[src/rtl/sgi_pkg.sv]
package sgi_pkg;
  localparam int AFF_W   = 8;
  localparam int ID_W    = 4;
  localparam int TL_W    = 16;
  localparam int TLIDX_W = $clog2(TL_W);
  localparam int WORD_W  = 64;
  localparam int ENTRY_W = 4 * AFF_W;

  typedef struct packed {
    logic [AFF_W-1:0] a3;
    logic [AFF_W-1:0] a2;
    logic [AFF_W-1:0] a1;
    logic [AFF_W-1:0] a0;
  } aff_t;

  typedef struct packed {
    logic             bcast;
    logic [ID_W-1:0]  id;
    logic [AFF_W-1:0] a3;
    logic [AFF_W-1:0] a2;
    logic [AFF_W-1:0] a1;
    logic [TL_W-1:0]  tl;
  } req_t;

  function automatic req_t unpack_req(input logic [WORD_W-1:0] w);
    req_t r;
    r.tl    = w[15:0];
    r.a1    = w[23:16];
    r.id    = w[27:24];
    r.a2    = w[39:32];
    r.bcast = w[40];
    r.a3    = w[55:48];
    return r;
  endfunction

  function automatic logic upper_eq(input aff_t a, input req_t r);
    return (a.a3 == r.a3) && (a.a2 == r.a2) && (a.a1 == r.a1);
  endfunction

  function automatic logic [TL_W-1:0] level0_bit(input logic [AFF_W-1:0] a0);
    logic [TL_W-1:0] m;
    m = '0;
    if (a0 < AFF_W'(TL_W)) m[a0[TLIDX_W-1:0]] = 1'b1;
    return m;
  endfunction
endpackage

[src/rtl/sgi_req_decode.sv]
module sgi_req_decode
  import sgi_pkg::*;
(
  input  logic [WORD_W-1:0] word,
  output req_t              req
);
  logic unused_word_bits;
  assign unused_word_bits = ^{word[31:28], word[47:41], word[63:56]};
  assign req = unpack_req(word);
endmodule

[src/rtl/sgi_aff_match.sv]
module sgi_aff_match
  import sgi_pkg::*;
(
  input  aff_t            aff,
  input  req_t            req,
  input  logic [TL_W-1:0] work_tl,
  input  logic            is_src,
  output logic            hit,
  output logic [TL_W-1:0] hit_bit
);
  logic [TL_W-1:0] own_bit;
  logic            tgt_hit;

  assign own_bit = level0_bit(aff.a0);
  assign tgt_hit = upper_eq(aff, req) && ((own_bit & work_tl) != '0);

  always_comb begin
    if (req.bcast) begin
      hit     = ~is_src;
      hit_bit = '0;
    end else begin
      hit     = tgt_hit;
      hit_bit = tgt_hit ? own_bit : '0;
    end
  end
endmodule

[src/rtl/sgi_walker.sv]
module sgi_walker
  import sgi_pkg::*;
#(
  parameter  int NUM_CPU = 8,
  localparam int IDX_W   = $clog2(NUM_CPU)
) (
  input  logic             clk,
  input  logic             rst_n,
  input  logic             accept,
  input  req_t             req_in,
  input  logic [IDX_W-1:0] src_in,
  input  logic             hit,
  input  logic [TL_W-1:0]  hit_bit,
  output req_t             req_q,
  output logic [IDX_W-1:0] src_q,
  output logic [IDX_W-1:0] idx_q,
  output logic [TL_W-1:0]  tl_q,
  output logic             busy_q,
  output logic             fin,
  output logic             any_out
);
  localparam logic [IDX_W-1:0] LAST_IDX = IDX_W'(NUM_CPU - 1);

  logic            any_q;
  logic [TL_W-1:0] tl_nxt;
  logic            last_cpu;
  logic            list_empty;

  assign tl_nxt     = tl_q & ~hit_bit;
  assign last_cpu   = (idx_q == LAST_IDX);
  assign list_empty = ~req_q.bcast && (tl_nxt == '0);
  assign fin        = busy_q && (last_cpu || list_empty);
  assign any_out    = fin && (any_q || hit);

  always_ff @(posedge clk) begin
    if (!rst_n) begin
      busy_q <= 1'b0;
      idx_q  <= '0;
      tl_q   <= '0;
      any_q  <= 1'b0;
      req_q  <= '0;
      src_q  <= '0;
    end else if (accept) begin
      busy_q <= 1'b1;
      idx_q  <= '0;
      tl_q   <= req_in.tl;
      any_q  <= 1'b0;
      req_q  <= req_in;
      src_q  <= src_in;
    end else if (busy_q) begin
      tl_q  <= tl_nxt;
      any_q <= any_q | hit;
      if (fin) busy_q <= 1'b0;
      else     idx_q  <= idx_q + 1'b1;
    end
  end
endmodule

[src/rtl/sgi_dispatch.sv]
module sgi_dispatch
  import sgi_pkg::*;
#(
  parameter  int NUM_CPU = 8,
  localparam int IDX_W   = $clog2(NUM_CPU)
) (
  input  logic                       clk,
  input  logic                       rst_n,
  input  logic                       req_valid,
  output logic                       req_ready,
  input  logic [WORD_W-1:0]          req_word,
  input  logic [IDX_W-1:0]           req_src,
  input  logic [NUM_CPU*ENTRY_W-1:0] aff_table,
  output logic [NUM_CPU-1:0]         pend_set,
  output logic [ID_W-1:0]            pend_id,
  output logic                       busy,
  output logic                       done,
  output logic                       any_set
);
  req_t             dec_req;
  req_t             walk_req;
  logic [IDX_W-1:0] walk_src;
  logic [IDX_W-1:0] walk_idx;
  logic [TL_W-1:0]  work_tl;
  logic             accept;
  logic             cpu_hit;
  logic             walk_hit;
  logic             walk_bcast;
  logic [TL_W-1:0]  cpu_hit_bit;
  aff_t             cur_aff;

  assign req_ready  = ~busy;
  assign accept     = req_valid & ~busy;
  assign cur_aff    = aff_t'(aff_table[walk_idx*ENTRY_W +: ENTRY_W]);
  assign walk_hit   = busy & cpu_hit;
  assign walk_bcast = walk_req.bcast;

  sgi_req_decode u_dec (
    .word (req_word),
    .req  (dec_req)
  );

  sgi_aff_match u_match (
    .aff     (cur_aff),
    .req     (walk_req),
    .work_tl (work_tl),
    .is_src  (walk_idx == walk_src),
    .hit     (cpu_hit),
    .hit_bit (cpu_hit_bit)
  );

  sgi_walker #(.NUM_CPU(NUM_CPU)) u_walk (
    .clk     (clk),
    .rst_n   (rst_n),
    .accept  (accept),
    .req_in  (dec_req),
    .src_in  (req_src),
    .hit     (walk_hit),
    .hit_bit (busy ? cpu_hit_bit : '0),
    .req_q   (walk_req),
    .src_q   (walk_src),
    .idx_q   (walk_idx),
    .tl_q    (work_tl),
    .busy_q  (busy),
    .fin     (done),
    .any_out (any_set)
  );

  assign pend_id = walk_req.id;

  always_comb begin
    pend_set = '0;
    if (walk_hit) pend_set[walk_idx] = 1'b1;
  end
endmodule

[config.mk]
export PLATFORM = sky130hd
export DESIGN_NAME = sgi_dispatch
export DESIGN_NICKNAME = d
export VERILOG_FILES = /design/src/rtl/sgi_pkg.sv /design/src/rtl/sgi_req_decode.sv /design/src/rtl/sgi_aff_match.sv /design/src/rtl/sgi_walker.sv /design/src/rtl/sgi_dispatch.sv
export SDC_FILE = /design/constraint.sdc
export NUM_CORES = 1
export LEC_CHECK = 0
export ABC_AREA = 0
export BUFFER_PORTS_ARGS = -buffer_cell sky130_fd_sc_hd__buf_2
export CAP_MARGIN = 20
export CORE_AREA = 3 3 134 136
export DETAILED_ROUTE_END_ITERATION = 10
export DIE_AREA = 0 0 137 139
export GPL_TIMING_DRIVEN = 0
export PLACE_DENSITY_LB_ADDON = 0.12
export RECOVER_POWER = 100
export SYNTH_ARGS = -nofsm -noshare
export SYNTH_HDL_FRONTEND = slang
export SYNTH_HIERARCHICAL = 1
export SYNTH_SLANG_ARGS = --single-unit
[constraint.sdc]
create_clock -name clk -period 13.4 [get_ports clk]
set_input_delay 1.34 -clock clk [delete_from_list [all_inputs] [get_ports clk]]
set_output_delay 1.34 -clock clk [all_outputs]
set_load 0.005 [all_outputs]
# ---- After elaboration in Yosys (flattened, before gate mapping)
# Index checks and enable logic that the tools add are counted.
dict set report totals {
  ff_bits 53
  inputBits 326
  wordCells 63
}
dict set report op_classes {
  add_sub_neg 1
  order_cmp 5
  n_eq_ne 5
  n_shift 1
  mux 15
  bitwise 11
  n_reduce_logical 15
}
# operator count
set ops {}
lappend ops {{256-bit by 9-bit indexed part select with 32-bit output} 1}
lappend ops {{16-bit 2-to-1 mux} 6}
lappend ops {{16-bit AND} 2}
lappend ops {{8-bit equality test} 3}
lappend ops {{16-bit zero test} 1}
lappend ops {{16-bit NOT} 1}
lappend ops {{16-bit nonzero test} 1}
lappend ops {{1-bit logical AND} 8}
lappend ops {{8-bit by 5-bit less-than comparator with 1-bit output, second input constant} 1}
lappend ops {{8-bit 2-to-1 mux} 1}
lappend ops {{1-bit 2-to-1 mux} 6}
lappend ops {{4-bit by 5-bit less-than comparator with 1-bit output, second input constant} 1}
lappend ops {{1-bit NOT} 5}
lappend ops {{1-bit demux with 4-bit select} 1}
lappend ops {{4-bit by 1-bit greater-or-equal comparator with 1-bit output, second input constant} 1}
lappend ops {{3-bit by 4-bit less-than comparator with 1-bit output, second input constant} 1}
lappend ops {{3-bit by 1-bit adder with 3-bit output, second input constant} 1}
lappend ops {{1-bit demux with 3-bit select} 1}
lappend ops {{3-bit equality test} 1}
lappend ops {{3-bit equality test, second input constant} 1}
lappend ops {{3-bit by 1-bit greater-or-equal comparator with 1-bit output, second input constant} 1}
lappend ops {{1-bit AND} 2}
lappend ops {{1-bit logical OR} 2}
lappend ops {{2-bit AND reduction} 1}
lappend ops {{other kinds (3)} 3}

# ---- Longest topological paths before layout
dict set report logic_depth {
  depth_word 21
  ltp_mapped 18
}

# ---- By module
# The synthesis kept the hierarchy.
# mod instances cells_per_inst area_per_inst_um2
set by_module_without_submodules {}
lappend by_module_without_submodules {sgi_walker 1 288 2881.5}
lappend by_module_without_submodules {sgi_dispatch 1 191 2145.8}
lappend by_module_without_submodules {sgi_aff_match 1 76 628.1}
lappend by_module_without_submodules {sgi_req_decode 1 45 337.8}

# ---- Least setup slack after synthesis
# OpenSTA, ideal clock, no wires.
dict set report synth_timing {
  path_type {in2out}
  from {input port aff_table[229]}
  to {output port any_set}
  t_arrival_ns 4.816
  required_time_ns 12.060
  setup_slack_ns 7.244
  stages 15
  n_path_buf 2
  path_cell_list {mux4_2 mux2_2 or4_4 buf_6 or4_4 nor4_4 nand3_4 buf_6 nor4_1 and2_1 inv_2 a2111oi_4 o221a_4 a21oi_1 nor2_1}
}
# item line
set synth_lines {}
lappend synth_lines {{start: declaration} sgi_dispatch.sv:13} ;# input logic [NUM_CPU*ENTRY_W-1:0] aff_table,
lappend synth_lines {{end: declaration} sgi_dispatch.sv:18} ;# output logic any_set

==> metrics.txt <==
status=finished clean; Least-Margin Pin Slew=0.8244 ns; area grow syn2layout=31.96%; DIE AREA=between 15000 and 20000 um2; Critical Path AT=approximately 6.2 ns; syn_area_per_cell=9.914 um2; commonest cells after routing, fill and taps aside=276 x buf_2, 77 x nand2_1, 67 x mux4_2; clk sink count=53; TritonRoute pass-1 iters=5; Syn Nets=880; final core occ=between 40 and 50%; RSZ-0062 raised after global routing=no; number of global-route vias before repair=between 5000 and 6000; critical path fanouts, max=10; DPL Wire Length=19530 um; Mapped Cells=about 550; clk_lat worst skew=0.29 ns; RR Startpoint=u_walk/idx_q[0]$_SDFFE_PP0P_; crit path from=aff_table[229]; LEAKAGE=3.033 nW; DIE HEIGHT=139 um; Pwr Density=74.74 nW/um2; R2R depth=16; kind of critical path=primary input to primary output; Final Slew Violations=0; clk buf depth=2; global-route wire length before repair=33040 um; pin count of the biggest net entering global routing=18; clk slew on worst S/H paths=around 0.080 ns; fmax=between 0.1 and 0.15 GHz; fin nets=1164; Routed Antenna Nets=0; post-synthesis cell area=5473 um2; Final Hold Fails=0; num ports=342; Critical Path Sink=any_set; commonest non-fill, non-tap cell in the layout=buf_2; Setup Skew=0.004604 ns; HP Class=register to register; Worst EP required=12.06 ns; hold buffer count at CTS=0; # DRC=0; average wire per cell in the routed design=about 21 um; wirelength, routed=roughly 22000 um; via count=5314; worst r2r dst=u_walk/busy_q$_SDFF_PN0_; Tcrit/Tclk final=between 50% and 60%; Fillers=1774; Port Buffers=277; Tot GR Track Use=22.70%; CP endpoint kind=primary output; final setup fails=0; DP Area=7141 um2; CTS H-tree depth=2; drt first-iter violations=between 200 and 300; layout cell share with drive strength beyond 1=between 50% and 60%; worst vdd ir=0.00006526 V; post-CTS setup buffer count=0; total CTS buffers=5; Initial Utilization=32.09%; core area=17060 um2; post_cts resized=0; antenna violations before repair=3; clock root buffer=clkbuf_16; overall power=0.5398 mW; maxcap violations=0; setup_tns=0 ns; die width=137 um; vias per cell=4.990; Finished Cell Area=7222 um2; CTS tree=done; Worst Setup Start Kind=primary input; Final GP Congestion=0.9165; minimum clock period=7.570 ns; # rows=48; Worst slew margin=45.04%; Synth Warn #=6; reg2reg setup slack=between 7 and 8 ns; total grt overflow=0
power breakdown:
part	internal [mW]	total, mW	switching [mW]
Combinational	0.125	0.222	0.0977
Sequential	0.168	0.177	0.00889
Clock	0.0757	0.141	0.0649
layout make-up:
class | count | area (um2) | share of cell area (%)
inverter | 17 | 63.81 | 0.8836
timing repair buffer | 277 | 1375 | 19.04
clock inverter | 2 | 17.52 | 0.2426
clock buffer | 6 | 138.9 | 1.923
multi-input combinational | 393 | 3734 | 51.70
buffer | 89 | 543.0 | 7.519
antenna | 3 | 7.507 | 0.1040
tap | 225 | 281.5 | 3.898
sequential | 53 | 1061 | 14.69
registers in the layout, indices dropped and copies added (netlist names):
signal and cells:
u_walk/any_q 1, u_walk/busy_q 1, u_walk/idx_q 3, u_walk/req_q 29
u_walk/src_q 3, u_walk/tl_q 16
through the flow:
step                worst slack [ns]  hold slack (ns)  cells
floorplan                      7.244           0.4531    552
global placement               6.589           0.4704   1054
detailed placement             6.595           0.4799   1054
CTS                            6.582           0.5017   1062
global route                   5.470           0.5314   1065
finish                         5.830           0.4995   1065
worst min-delay path by stage:
stage	startpoint	endpoint	slack, ns	cells past startpoint
floorplan	u_walk/any_q$_SDFFE_PP0P_	u_walk/any_q$_SDFFE_PP0P_	0.45	2
global placement	u_walk/any_q$_SDFFE_PP0P_	u_walk/any_q$_SDFFE_PP0P_	0.47	2
detailed placement	u_walk/any_q$_SDFFE_PP0P_	u_walk/any_q$_SDFFE_PP0P_	0.48	2
CTS	u_walk/any_q$_SDFFE_PP0P_	u_walk/any_q$_SDFFE_PP0P_	0.50	2
global route	u_walk/tl_q[3]$_SDFFE_PN0P_	u_walk/tl_q[3]$_SDFFE_PN0P_	0.53	2
finish	u_walk/any_q$_SDFFE_PP0P_	u_walk/any_q$_SDFFE_PP0P_	0.50	2
critical path: stages:
cell and delay, ns:
buf_2 0.10, mux4_2 0.46, mux2_1 0.39, or4_1 0.55, clkbuf_1 0.26, or4_1 0.55, nor4_1 0.39, nand3_4 0.17
clkbuf_1 0.25, nor4_1 0.28, and2_0 0.18, nand2b_1 0.11, o2111ai_1 0.15, nor4_1 0.54, a21oi_1 0.18, nor2_1 0.18
clkbuf_1 0.14
layer usage:
layer / GRT usage, % / share of wire, % / up-vias
met2: 40.36 / 51 / 219
met5: 0 / 0 / -
met3: 3.229 / 5.5 / 24
met1: 29.38 / 42 / 2545
li1: - / - / 2526
met4: 4.149 / 1.5 / 0
No activity file was read; power rests on OpenSTA's default activity.
